### config.mk
export PLATFORM = sky130hd
export DESIGN_NAME = pwr_seq_top
export DESIGN_NICKNAME = d
export VERILOG_FILES = /design/src/rtl/pwr_seq_pkg.sv /design/src/rtl/pwr_seq_timer.sv /design/src/rtl/pwr_seq_mask.sv /design/src/rtl/pwr_seq_ctrl.sv /design/src/rtl/pwr_seq_top.sv
export SDC_FILE = /design/constraint.sdc
export NUM_CORES = 1
export LEC_CHECK = 0
export ABC_AREA = 1
export BUFFER_PORTS_ARGS = -buffer_cell sky130_fd_sc_hd__buf_2
export CORE_ASPECT_RATIO = 0.6
export CORE_MARGIN = 10
export CORE_UTILIZATION = 40
export DETAILED_ROUTE_END_ITERATION = 7
export PLACE_DENSITY = 0.57
export SLEW_MARGIN = 5
export SYNTH_ARGS = -nofsm -noshare
export SYNTH_HDL_FRONTEND = slang
export SYNTH_HIERARCHICAL = 1
export SYNTH_SLANG_ARGS = --single-unit
### constraint.sdc
create_clock -name clk -period 6.32 [get_ports clk]
set_input_delay 0.632 -clock clk [delete_from_list [all_inputs] [get_ports clk]]
set_output_delay 0.632 -clock clk [all_outputs]
set_load 0.01 [all_outputs]
### src/rtl/pwr_seq_pkg.sv
// Shared types for the power sequencing controller.
// Assumes: one state register; the retry wait is a power-of-two multiple of the fault period.
package pwr_seq_pkg;

    typedef enum logic [3:0] {
        ST_IDLE,
        ST_START,
        ST_TRK_UP,
        ST_SEQ_ON,
        ST_SEQ_GAP,
        ST_ON,
        ST_RAMP_DN,
        ST_ABORT,
        ST_RETRY_WAIT,
        ST_RETRY_DLY,
        ST_LATCHED,
        ST_LATCH_LOW,
        ST_LATCH_WAIT
    } pwr_seq_state_e;

    // Retry wait = fault period shifted left by this amount (x16).
    localparam int RETRY_SHIFT = 4;

endpackage

### src/rtl/pwr_seq_timer.sv
// Up-counter shared by every timed phase.
// Does: counts from zero after clr. Raises done once the count reaches limit-1,
//       then holds there (done stays high).
// Assumes: a limit of zero is treated as one.
module pwr_seq_timer #(
    parameter int TW = 20
) (
    input  logic          clk,
    input  logic          rst_n,
    input  logic          clr,
    input  logic [TW-1:0] limit,
    output logic          done
);
    logic [TW-1:0] cnt;
    logic [TW-1:0] lim_m1;

    // Last count value of the phase.
    always_comb lim_m1 = (limit == '0) ? '0 : limit - TW'(1);

    assign done = (cnt == lim_m1);

    // Count up and hold at the end.
    always_ff @(posedge clk) begin
        if (!rst_n)      cnt <= '0;
        else if (clr)    cnt <= '0;
        else if (!done)  cnt <= cnt + TW'(1);
    end
endmodule

### src/rtl/pwr_seq_mask.sv
// Channel masks for sequencing.
// Does: from the current channel index and the active set, gives the channels up to
//       and including the index (upto) and those strictly below it (below).
// Assumes: idx never exceeds NCH-1.
module pwr_seq_mask #(
    parameter int NCH   = 3,
    parameter int IDX_W = 2
) (
    input  logic [IDX_W-1:0] idx,
    input  logic [NCH-1:0]   act,
    output logic [NCH-1:0]   upto,
    output logic [NCH-1:0]   below
);
    for (genvar i = 0; i < NCH; i++) begin : g_ch
        // One mask bit per channel, by position relative to the index.
        assign upto[i]  = act[i] && (int'(idx) >= i);
        assign below[i] = act[i] && (int'(idx) >  i);
    end
endmodule

### src/rtl/pwr_seq_ctrl.sv
// Supervisory state machine.
// Does: power-up in tracking or sequencing, joint power-down, abort into fast shutdown,
//       and the fault paths with autoretry or latch-off.
// Assumes: comparator inputs are already synchronous. The timer restarts on every state
//          change, and outputs decode the registered state only.
module pwr_seq_ctrl
    import pwr_seq_pkg::*;
#(
    parameter int NCH   = 3,
    parameter int CNT_W = 16,
    parameter int IDX_W = 2,
    parameter int TW    = CNT_W + RETRY_SHIFT
) (
    input  logic             clk,
    input  logic             rst_n,
    input  logic [NCH-1:0]   uv_ok,
    input  logic [NCH-1:0]   in_present,
    input  logic             en_ok,
    input  logic [NCH-1:0]   pg_ok,
    input  logic [NCH-1:0]   pl_low,
    input  logic             trk_sel,
    input  logic             latch_sel,
    input  logic             fault_req,
    input  logic [CNT_W-1:0] delay_cycles,
    input  logic [CNT_W-1:0] fault_cycles,
    input  logic             tmr_done,
    input  logic [NCH-1:0]   upto,
    input  logic [NCH-1:0]   below,
    output logic             tmr_clr,
    output logic [TW-1:0]    tmr_limit,
    output logic [IDX_W-1:0] seq_idx,
    output logic [NCH-1:0]   act,
    output logic [NCH-1:0]   gate_en,
    output logic [NCH-1:0]   pd_en,
    output logic             ramp_up,
    output logic             ramp_down,
    output logic             fault_n
);
    localparam logic [IDX_W-1:0] LAST_IDX = IDX_W'(NCH - 1);

    pwr_seq_state_e st, nxt, fault_dest;
    logic [IDX_W-1:0] idx, idx_nxt;
    logic             trk_q, latch_q;
    logic [NCH-1:0]   act_q;
    logic             all_uv, pg_done, out_low, cur_act;

    assign all_uv     = &uv_ok;
    assign pg_done    = &(pg_ok | ~act_q);
    assign out_low    = &(pl_low | ~act_q);
    assign cur_act    = act_q[idx];
    assign fault_dest = latch_q ? ST_LATCHED : ST_RETRY_WAIT;
    assign seq_idx    = idx;
    assign act        = act_q;
    assign tmr_clr    = (nxt != st);

    // Next state and next sequencing index.
    always_comb begin
        nxt     = st;
        idx_nxt = idx;
        unique case (st)
            ST_IDLE: begin
                idx_nxt = '0;
                if (all_uv && en_ok) nxt = ST_START;
            end
            ST_START: begin
                if (!en_ok || !all_uv) nxt = ST_IDLE;
                else if (tmr_done)     nxt = trk_q ? ST_TRK_UP : ST_SEQ_ON;
            end
            ST_TRK_UP: begin
                if (fault_req)    nxt = fault_dest;
                else if (!en_ok)  nxt = ST_ABORT;
                else if (pg_done) nxt = ST_ON;
                else if (tmr_done) nxt = fault_dest;
            end
            ST_SEQ_ON: begin
                if (fault_req)   nxt = fault_dest;
                else if (!en_ok) nxt = ST_ABORT;
                else if (!cur_act || pg_ok[idx]) begin
                    if (idx == LAST_IDX) nxt = ST_ON;
                    else begin
                        nxt     = ST_SEQ_GAP;
                        idx_nxt = idx + IDX_W'(1);
                    end
                end
                else if (tmr_done) nxt = fault_dest;
            end
            ST_SEQ_GAP: begin
                if (fault_req)     nxt = fault_dest;
                else if (!en_ok)   nxt = ST_ABORT;
                else if (tmr_done) nxt = ST_SEQ_ON;
            end
            ST_ON: begin
                if (fault_req || !pg_done) nxt = fault_dest;
                else if (!en_ok)           nxt = ST_RAMP_DN;
            end
            ST_RAMP_DN: begin
                if (fault_req)    nxt = fault_dest;
                else if (out_low) nxt = ST_IDLE;
            end
            ST_ABORT:      if (out_low)  nxt = ST_IDLE;
            ST_RETRY_WAIT: if (tmr_done) nxt = ST_RETRY_DLY;
            ST_RETRY_DLY: begin
                if (tmr_done) begin
                    if (!en_ok) nxt = ST_IDLE;
                    else if (all_uv && out_low) begin
                        nxt     = trk_q ? ST_TRK_UP : ST_SEQ_ON;
                        idx_nxt = '0;
                    end
                end
            end
            ST_LATCHED:    if (!en_ok) nxt = ST_LATCH_LOW;
            ST_LATCH_LOW:  if (en_ok)  nxt = ST_LATCH_WAIT;
            ST_LATCH_WAIT: begin
                if (!en_ok)        nxt = ST_LATCH_LOW;
                else if (tmr_done) nxt = ST_IDLE;
            end
            default: nxt = ST_IDLE;
        endcase
    end

    // State, index and the configuration captured in idle.
    always_ff @(posedge clk) begin
        if (!rst_n) begin
            st      <= ST_IDLE;
            idx     <= '0;
            trk_q   <= 1'b0;
            latch_q <= 1'b0;
            act_q   <= '0;
        end else begin
            st  <= nxt;
            idx <= idx_nxt;
            if (st == ST_IDLE) begin
                trk_q   <= trk_sel;
                latch_q <= latch_sel;
                act_q   <= in_present;
            end
        end
    end

    // Timer limit chosen by the phase under way.
    always_comb begin
        unique case (st)
            ST_START, ST_SEQ_GAP, ST_RETRY_DLY: tmr_limit = TW'(delay_cycles);
            ST_TRK_UP, ST_SEQ_ON:               tmr_limit = TW'(fault_cycles);
            ST_RETRY_WAIT, ST_LATCH_WAIT:       tmr_limit = TW'(fault_cycles) << RETRY_SHIFT;
            default:                            tmr_limit = '0;
        endcase
    end

    // Output decode from the registered state.
    always_comb begin
        gate_en   = '0;
        pd_en     = '0;
        ramp_up   = 1'b0;
        ramp_down = 1'b0;
        fault_n   = 1'b1;
        unique case (st)
            ST_TRK_UP:  begin gate_en = act_q; ramp_up = 1'b1; end
            ST_SEQ_ON:  begin gate_en = upto;  ramp_up = cur_act; end
            ST_SEQ_GAP: gate_en = below;
            ST_ON:      gate_en = act_q;
            ST_RAMP_DN: begin gate_en = act_q; ramp_down = 1'b1; end
            ST_ABORT:   pd_en = '1;
            ST_RETRY_WAIT, ST_RETRY_DLY, ST_LATCHED, ST_LATCH_LOW, ST_LATCH_WAIT: begin
                pd_en   = '1;
                fault_n = 1'b0;
            end
            default: ;
        endcase
    end
endmodule

### src/rtl/pwr_seq_top.sv
// Top of the power sequencing controller.
// Does: joins the state machine, the shared phase timer and the sequencing masks.
// Assumes: all inputs are synchronous to clk; rst_n models a full loss of supply.
module pwr_seq_top
    import pwr_seq_pkg::*;
#(
    parameter int NCH   = 3,
    parameter int CNT_W = 16
) (
    input  logic             clk,
    input  logic             rst_n,
    input  logic [NCH-1:0]   uv_ok,
    input  logic [NCH-1:0]   in_present,
    input  logic             en_ok,
    input  logic [NCH-1:0]   pg_ok,
    input  logic [NCH-1:0]   pl_low,
    input  logic             trk_sel,
    input  logic             latch_sel,
    input  logic             fault_req,
    input  logic [CNT_W-1:0] delay_cycles,
    input  logic [CNT_W-1:0] fault_cycles,
    output logic [NCH-1:0]   gate_en,
    output logic [NCH-1:0]   pd_en,
    output logic             ramp_up,
    output logic             ramp_down,
    output logic             fault_n
);
    localparam int IDX_W = (NCH > 1) ? $clog2(NCH) : 1;
    localparam int TW    = CNT_W + RETRY_SHIFT;

    logic             tmr_clr, tmr_done;
    logic [TW-1:0]    tmr_limit;
    logic [IDX_W-1:0] seq_idx;
    logic [NCH-1:0]   act, upto, below;

    pwr_seq_timer #(.TW(TW)) timer_i (
        .clk   (clk),
        .rst_n (rst_n),
        .clr   (tmr_clr),
        .limit (tmr_limit),
        .done  (tmr_done)
    );

    pwr_seq_mask #(.NCH(NCH), .IDX_W(IDX_W)) mask_i (
        .idx   (seq_idx),
        .act   (act),
        .upto  (upto),
        .below (below)
    );

    pwr_seq_ctrl #(.NCH(NCH), .CNT_W(CNT_W), .IDX_W(IDX_W), .TW(TW)) ctrl_i (
        .clk          (clk),
        .rst_n        (rst_n),
        .uv_ok        (uv_ok),
        .in_present   (in_present),
        .en_ok        (en_ok),
        .pg_ok        (pg_ok),
        .pl_low       (pl_low),
        .trk_sel      (trk_sel),
        .latch_sel    (latch_sel),
        .fault_req    (fault_req),
        .delay_cycles (delay_cycles),
        .fault_cycles (fault_cycles),
        .tmr_done     (tmr_done),
        .upto         (upto),
        .below        (below),
        .tmr_clr      (tmr_clr),
        .tmr_limit    (tmr_limit),
        .seq_idx      (seq_idx),
        .act          (act),
        .gate_en      (gate_en),
        .pd_en        (pd_en),
        .ramp_up      (ramp_up),
        .ramp_down    (ramp_down),
        .fault_n      (fault_n)
    );
endmodule

# Yosys cells after proc, flatten, opt, wreduce, memory -nomap -nowiden
# Cells that the tools add are included.
[op_classes]
addsub = 3
n_mul = 0
div_mod_pow = 0
order_cmp = 6
n_eq_ne = 22
shift = 0
n_mux = 48
bitwise = 4
reduce_logical = 28
[ops]
columns = ["operator", "count"]
rows = [
  ["4-bit two-way mux", 25],
  ["20-bit case mux with 3 select lines", 1],
  ["4-bit case mux with 13 select lines", 1],
  ["20-bit by 1-bit adder with 20-bit output (second input constant)", 1],
  ["20-bit equality test", 1],
  ["4-bit equality test (second input constant)", 5],
  ["20-bit zero test", 1],
  ["20-bit two-way mux", 1],
  ["20-bit by 1-bit subtractor with 20-bit output (second input constant)", 1],
  ["4-bit by 3-bit equality test with 1-bit output (second input constant)", 4],
  ["2-bit two-way mux", 8],
  ["3-bit case mux with 3 select lines", 1],
  ["3-bit AND reduction", 3],
  ["4-bit by 2-bit equality test with 1-bit output (second input constant)", 2],
  ["2-bit != test (second input constant)", 4],
  ["8-bit AND reduction", 1],
  ["1-bit logical AND", 7],
  ["1-bit two-way mux", 6],
  ["2-bit by 1-bit != test with 1-bit output (second input constant)", 3],
  ["3-bit bitwise OR", 2],
  ["2-bit case mux with 3 select lines", 1],
  ["2-bit OR reduction", 3],
  ["3-bit OR reduction", 2],
  ["6-bit OR reduction", 1],
  ["other kinds (19)", 26],
]
[word_totals]
regBits = 31
latch_bits = 0
ramBits = 0
romBits = 0
input_bits = 50
output_inout_bits = 9
word_cells = 117
memories = 0

# Depth between registers and ports, before layout
[depth]
depth_word = 13
ltp_mapped = 43
depth_no_buf = 39

# By module
# Netlist, hierarchy kept.
[by_module_without_submodules]
columns = ["module", "n_inst", "cells_per_inst", "area_each_um2"]
rows = [
  ["pwr_seq_timer", 1, 416, 2362.3],
  ["pwr_seq_ctrl", 1, 321, 1712.9],
  ["pwr_seq_mask", 1, 12, 51.3],
]

# Least setup slack after synthesis
# No wires, ideal clock.
[synth_timing]
path_type = "register to register"
startpoint = "register ctrl_i.st[1]"
endpoint = "register timer_i.cnt[10]"
setup_time_ns = 0.070
arrival_time_ns = 4.414
required_time_ns = 6.250
setup_slack_ns = 1.836
path_stages_with_launch = 43
path_cell_list = "dfxtp_1 > inv_2 > nand2_4 > inv_2 > a21oi_1 > inv_1 > buf_2 > nand2_1 > o21ai_0 > inv_1 > ha_1 > nand2_4 > nor2_8 > nand3_4 > buf_6 > buf_6 > nand3_1 > nand2_1 > [7 not listed] > buf_6 > inv_1 > a21oi_1 > nor2_1 > nor2_1 > nand3_1 > nor2_1 > nand2_1 > a21oi_2 > nand2_1 > nand2_1 > nand2_1 > inv_1 > nand2_1 > nor2_1 > clkinv_1 > clkbuf_1 > a21oi_1"
[synth_via]
elab_chain_cells = 13
word_cells_on_any_way = 49
classes_between = "add/sub (1); eq/ne (14); mux (28); reduce/logical (6)"
[synth_rtl]
columns = ["element", "line_no", "rtl"]
rows = [
  ["start, declared", "pwr_seq_ctrl.sv:41", "pwr_seq_state_e st, nxt, fault_dest;"],
  ["start signal, assigned", "pwr_seq_ctrl.sv:130", "st <= nxt;"],
  ["4-bit by 1-bit equality test with 1-bit output, or another cell as far along", "pwr_seq_ctrl.sv:142", "unique case (st)"],
  ["3-bit OR reduction / 2-bit OR reduction (equally long branches)", "pwr_seq_ctrl.sv:142", ""],
  ["20-bit case mux with 3 select lines *", "pwr_seq_ctrl.sv:142", ""],
  ["net tmr_limit[0]", "pwr_seq_top.sv:32", "logic [TW-1:0] tmr_limit;"],
  ["20-bit by 1-bit subtractor with 20-bit output / 20-bit zero test (equally long branches)", "pwr_seq_timer.sv:18", "always_comb lim_m1 = (limit == '0) ? '0 : limit - TW'(1);"],
  ["20-bit two-way mux *", "pwr_seq_timer.sv:18", ""],
  ["20-bit equality test *", "pwr_seq_timer.sv:20", "assign done = (cnt == lim_m1);"],
  ["net tmr_done", "pwr_seq_top.sv:31", "logic tmr_clr, tmr_done;"],
  ["4-bit two-way mux", "pwr_seq_ctrl.sv:73, pwr_seq_ctrl.sv:85", ""],
  ["4-bit two-way mux, on equally long branches", "pwr_seq_ctrl.sv:78, pwr_seq_ctrl.sv:72", ""],
  ["4-bit two-way mux, on equally long branches", "pwr_seq_ctrl.sv:77, pwr_seq_ctrl.sv:71", ""],
  ["4-bit two-way mux, on equally long branches", "pwr_seq_ctrl.sv:76, pwr_seq_ctrl.sv:70", ""],
  ["4-bit case mux with 13 select lines *", "pwr_seq_ctrl.sv:60", "unique case (st)"],
  ["4-bit != test *", "pwr_seq_ctrl.sv:54", "assign tmr_clr = (nxt != st);"],
  ["net tmr_clr", "pwr_seq_top.sv:31", ""],
  ["2-bit OR reduction (no source line) *", "--", ""],
  ["end signal, assigned", "pwr_seq_timer.sv:26", "else if (!done) cnt <= cnt + TW'(1);"],
  ["end, declared", "pwr_seq_timer.sv:14", "logic [TW-1:0] cnt;"],
]
# The timed path passes the listed nets; every way through them passes the cells marked *.
# A chain may end at the register's enable or synchronous reset.

# Worst setup path in the final report
[layout_timing]
startpoint = "register ctrl_i.st[1]"
endpoint = "register timer_i.cnt[9]"
# The elaborated chain is that of the path after synthesis.

==> impl_results.md <==
* Run status: complete, no violations
* Share of the core filled with cells at 0.465
* Post-Place Worst Slack at 0.457 ns
* Cell repeated most along the worst path: sky130_fd_sc_hd__nand2_1
* Worst setup EP type: flip-flop
* Setup total negative slack at 0 ns
* Cell with the most instances after synthesis: sky130_fd_sc_hd__nand2_1
* GRT overflow at 0
* Final worst clock skew at 0.00521 ns
* Proportion of synthesized area in mux cells at 0
* Clock tree buffer depth at 2
* Critical path startpoint category: flip-flop
* Floorplan die width at 151 µm
* Met1 layer wirelength in the final routing at 8.06 mm
* Max-capacitance violation count at 0
* Die extent in y at 98.7 µm
* Inserted Clock Buffers at 5
* CP Data Required Time at 6.54 ns
* Hold Crit Class: flip-flop to flip-flop
* Fraction of final layout cells sized beyond drive strength 1 at 0.158
* Most numerous cell types in the synthesized netlist: sky130_fd_sc_hd__nand2_1 (232), sky130_fd_sc_hd__inv_1 (95), sky130_fd_sc_hd__nor2_1 (88), sky130_fd_sc_hd__nand3_1 (60), sky130_fd_sc_hd__a21oi_1 (43)
* Synth top area cells: sky130_fd_sc_hd__nand2_1 (21%), sky130_fd_sc_hd__dfxtp_1 (15%), sky130_fd_sc_hd__inv_1 (8.6%)
* Drt pass-1 iters at 6
* Clk root buf: sky130_fd_sc_hd__clkbuf_16
* WP buf/inv at 8
* Synthesis Warnings at 6
* Avg Inst Size Synth at 5.51 µm²
* Net count of the finished layout at 848
* Min-delay src: timer_i/cnt[18]
* Slew at the pin closest to its max-slew limit at 0.852 ns
* Overall Global Routing Usage at 0.202
* Power per cell area at 153 mW/mm²
* Sequential element share of the synthesized area at 0.150
* Instance count of the mapped netlist at 749
* Min-Delay Path Depth at 2
* Number of antenna violations at the first check in global routing at 0
* Final setup violation count at 0
* Wire length per cell after detailed routing at 16.8 µm
* Period Utilization, post-route at 0.902
* Remaining antenna violation count after routing at 0
* Effective utilization at floorplan at 0.415
* Cell family with most CP delay: simple AND/OR/NAND/NOR gates
* Final std cell area, no fill at 0.00462 mm²
* CTS Hold Bufs at 0
* Via count of the first global-routing pass at 4468
* Critical path type: flip-flop to flip-flop
* Combinational family with the most area after synthesis: simple AND/OR/NAND/NOR gates
* Worst min-delay path endpoint: timer_i/cnt[18]
* I/O pin count at 59
* Leakage at 2.25 nW
* Setup repair after global routing missed its margin: false
* FMAX at 175 MHz
* Number of synthesized flops with an enable pin at 0
* Total number of placement rows at 28
* Fraction of post-synthesis cell area in the top cell type by area at 0.211
* R2r setup slk at 0.62 ns
* Worst rel slew slack at 0.432
* TritonCTS clock tree: done
* Share of synthesized cell area in full adder, half adder and majority cells at 0.00910
* DR vias/cell at 5.46
* Area after detailed placement at 0.00442 mm²
* Clock latency on the worst-skew pair at 0.29 ns
* Cell type with the largest total area after synthesis: sky130_fd_sc_hd__nand2_1
* Global-route wire length before repair at 24.2 mm
* H-tree level count at 2
* Critical Path Max Stage Delay at 0.43 ns
* Layout overhead on the synthesized area at 12.1%
* FFs w/ async S/R, synth at 0
* Post-synthesis simple-gate area fraction at 0.520
* Met3 Wirelength at 2.08 mm
* Mapped Area at 0.00413 mm²
* Worst path slowest cell: sky130_fd_sc_hd__dfxtp_1
* Final weighted congestion in routability-driven placement at 1.06
* ANT cells at 0
* Number of sinks driven by the clock tree at 31
* Uppermost signal routing layer after detailed routing: met4
* Depth of the worst register-to-register path at 37
* Count of endpoints failing hold in the final timing report at 0
* Iteration-0 DRC count of the detailed router at 695
* Peak ir drop on the vdd network at 0.0765 mV
* Worst path arrival time at 5.92 ns
* Final worst path period need at 5.70 ns
* Area of the die at 0.0149 mm²
* Met2 layer wire length in the routed design at 5.37 mm
* Beginning of the worst register-to-register path: ctrl_i/st[1]
* Reg-to-Reg End: timer_i/cnt[9]
* Final setup slack of the worst path at 0.620 ns
* Number of nets produced by synthesis at 802
* Largest net degree at the start of global routing at 39
* Most instantiated flip-flop cell in the synthesis netlist: sky130_fd_sc_hd__dfxtp_1
* HPWL Detailed at 12.7 mm
* Input/output buffers at 58
* CORE AREA at 0.00995 mm²
* Compound-Gate Fraction of Synth Area at 0.129
* Crit path max fanout at 19
* Clk slew on worst S/H paths at 0.06 ns
* Final hold slack at 0.517 ns
* Number of max-slew violations in the final report at 0
* Routed via count at 5083
* Total DRC errors in the routed layout at 0
* DRT Wirelength at 15.6 mm
* Yosys reg bits at 31
* Post-synthesis share of cell area spent on xor and xnor gates at 0.0446
* Post-synthesis cell type count at 37
==> state kept, by name, indices dropped and copies added, names as in the netlist <==
name	cells
timer_i/cnt	20
ctrl_i/act	3
ctrl_i/latch_q	1
ctrl_i/seq_idx	2
ctrl_i/st	4
ctrl_i/trk_q	1
==> layer usage <==
layer	vias up	global-route usage
met5	-	0
met4	0	0.0405
met3	10	0.0635
met2	281	0.241
met1	2272	0.326
li1	2520	-
==> repair_timing <==
action	4_1_cts	5_1_grt
resized for setup	0	2
buffers inserted	0	1
hold endpoints to repair	0	0
endpoints found under the setup margin	0	19
==> worst min-delay path: stages, from the launching register on <==
cell and delay [ns]:
sky130_fd_sc_hd__dfxtp_1 0.32, sky130_fd_sc_hd__nand4_1 0.09, sky130_fd_sc_hd__a21oi_1 0.06
==> cells by family after synthesis <==
| kind of cell | after synthesis |
|---|---|
| and+or+nand+nor | 469 |
| buffers and inverters | 134 |
| AOI/OAI and AO/OA | 91 |
| DFF | 31 |
| xor gates and xnor gates | 21 |
| adders and majority gates | 3 |
==> per-stage QoR <==
step	power (W)	std cells
4_1_cts	0.000703	929
3_5_place_dp	0.000411	921
3_3_place_gp	0.000412	921
2_1_floorplan	0.000369	749
5_1_grt	0.000746	931
6_report	0.000709	931
==> layout by cell type (no fill, tap or decap), types with 3 or more instances in the layout <==
| cell | n |
|---|---|
| sky130_fd_sc_hd__a21oi_1 | 43 |
| sky130_fd_sc_hd__a21oi_2 | 5 |
| sky130_fd_sc_hd__buf_2 | 58 |
| sky130_fd_sc_hd__buf_4 | 3 |
| sky130_fd_sc_hd__clkbuf_16 | 5 |
| sky130_fd_sc_hd__dfxtp_1 | 30 |
| sky130_fd_sc_hd__ha_1 | 3 |
| sky130_fd_sc_hd__inv_1 | 95 |
| sky130_fd_sc_hd__inv_2 | 11 |
| sky130_fd_sc_hd__nand2_1 | 232 |
| sky130_fd_sc_hd__nand2_2 | 9 |
| sky130_fd_sc_hd__nand2_4 | 5 |
| sky130_fd_sc_hd__nand3_1 | 60 |
| sky130_fd_sc_hd__nand3_2 | 4 |
| sky130_fd_sc_hd__nand4_1 | 41 |
| sky130_fd_sc_hd__nor2_1 | 88 |
| sky130_fd_sc_hd__nor2_2 | 11 |
| sky130_fd_sc_hd__nor2_4 | 4 |
| sky130_fd_sc_hd__nor3_1 | 7 |
| sky130_fd_sc_hd__nor4_1 | 3 |
| sky130_fd_sc_hd__o21ai_0 | 18 |
| sky130_fd_sc_hd__o21ai_1 | 7 |
| sky130_fd_sc_hd__o221ai_1 | 12 |
| sky130_fd_sc_hd__xor2_1 | 21 |
==> worst max path at each step <==
stage                            start              end  slack (ns)  depth (start not counted)
after floorplan           ctrl_i/st[1]  timer_i/cnt[10]        1.84                         42
after global placement    ctrl_i/st[3]   timer_i/cnt[6]        0.55                         37
after detailed placement  ctrl_i/st[3]   timer_i/cnt[2]        0.46                         37
after CTS                 ctrl_i/st[3]   timer_i/cnt[2]        0.42                         37
after global routing      ctrl_i/st[2]   timer_i/cnt[6]        0.02                         35
final                     ctrl_i/st[1]   timer_i/cnt[9]        0.62                         37
==> power by group <==
| group | switching (W) | internal [W] | total [W] |
|---|---|---|---|
| sequential | 0.00000791 | 0.000200 | 0.000208 |
| clock | 0.000104 | 0.000186 | 0.000290 |
| combinational | 0.000146 | 0.0000652 | 0.000211 |
==> layout make-up <==
cell class,count,area (µm²)
multi-input combinational,585,2910
clock buffer,5,125
timing repair buffer,62,333
tap,135,169
inverter,110,422
sequential,31,622
clock inverter,3,43.8
fill,1092,5330
Note: power is estimated with default switching activity, not from simulation.
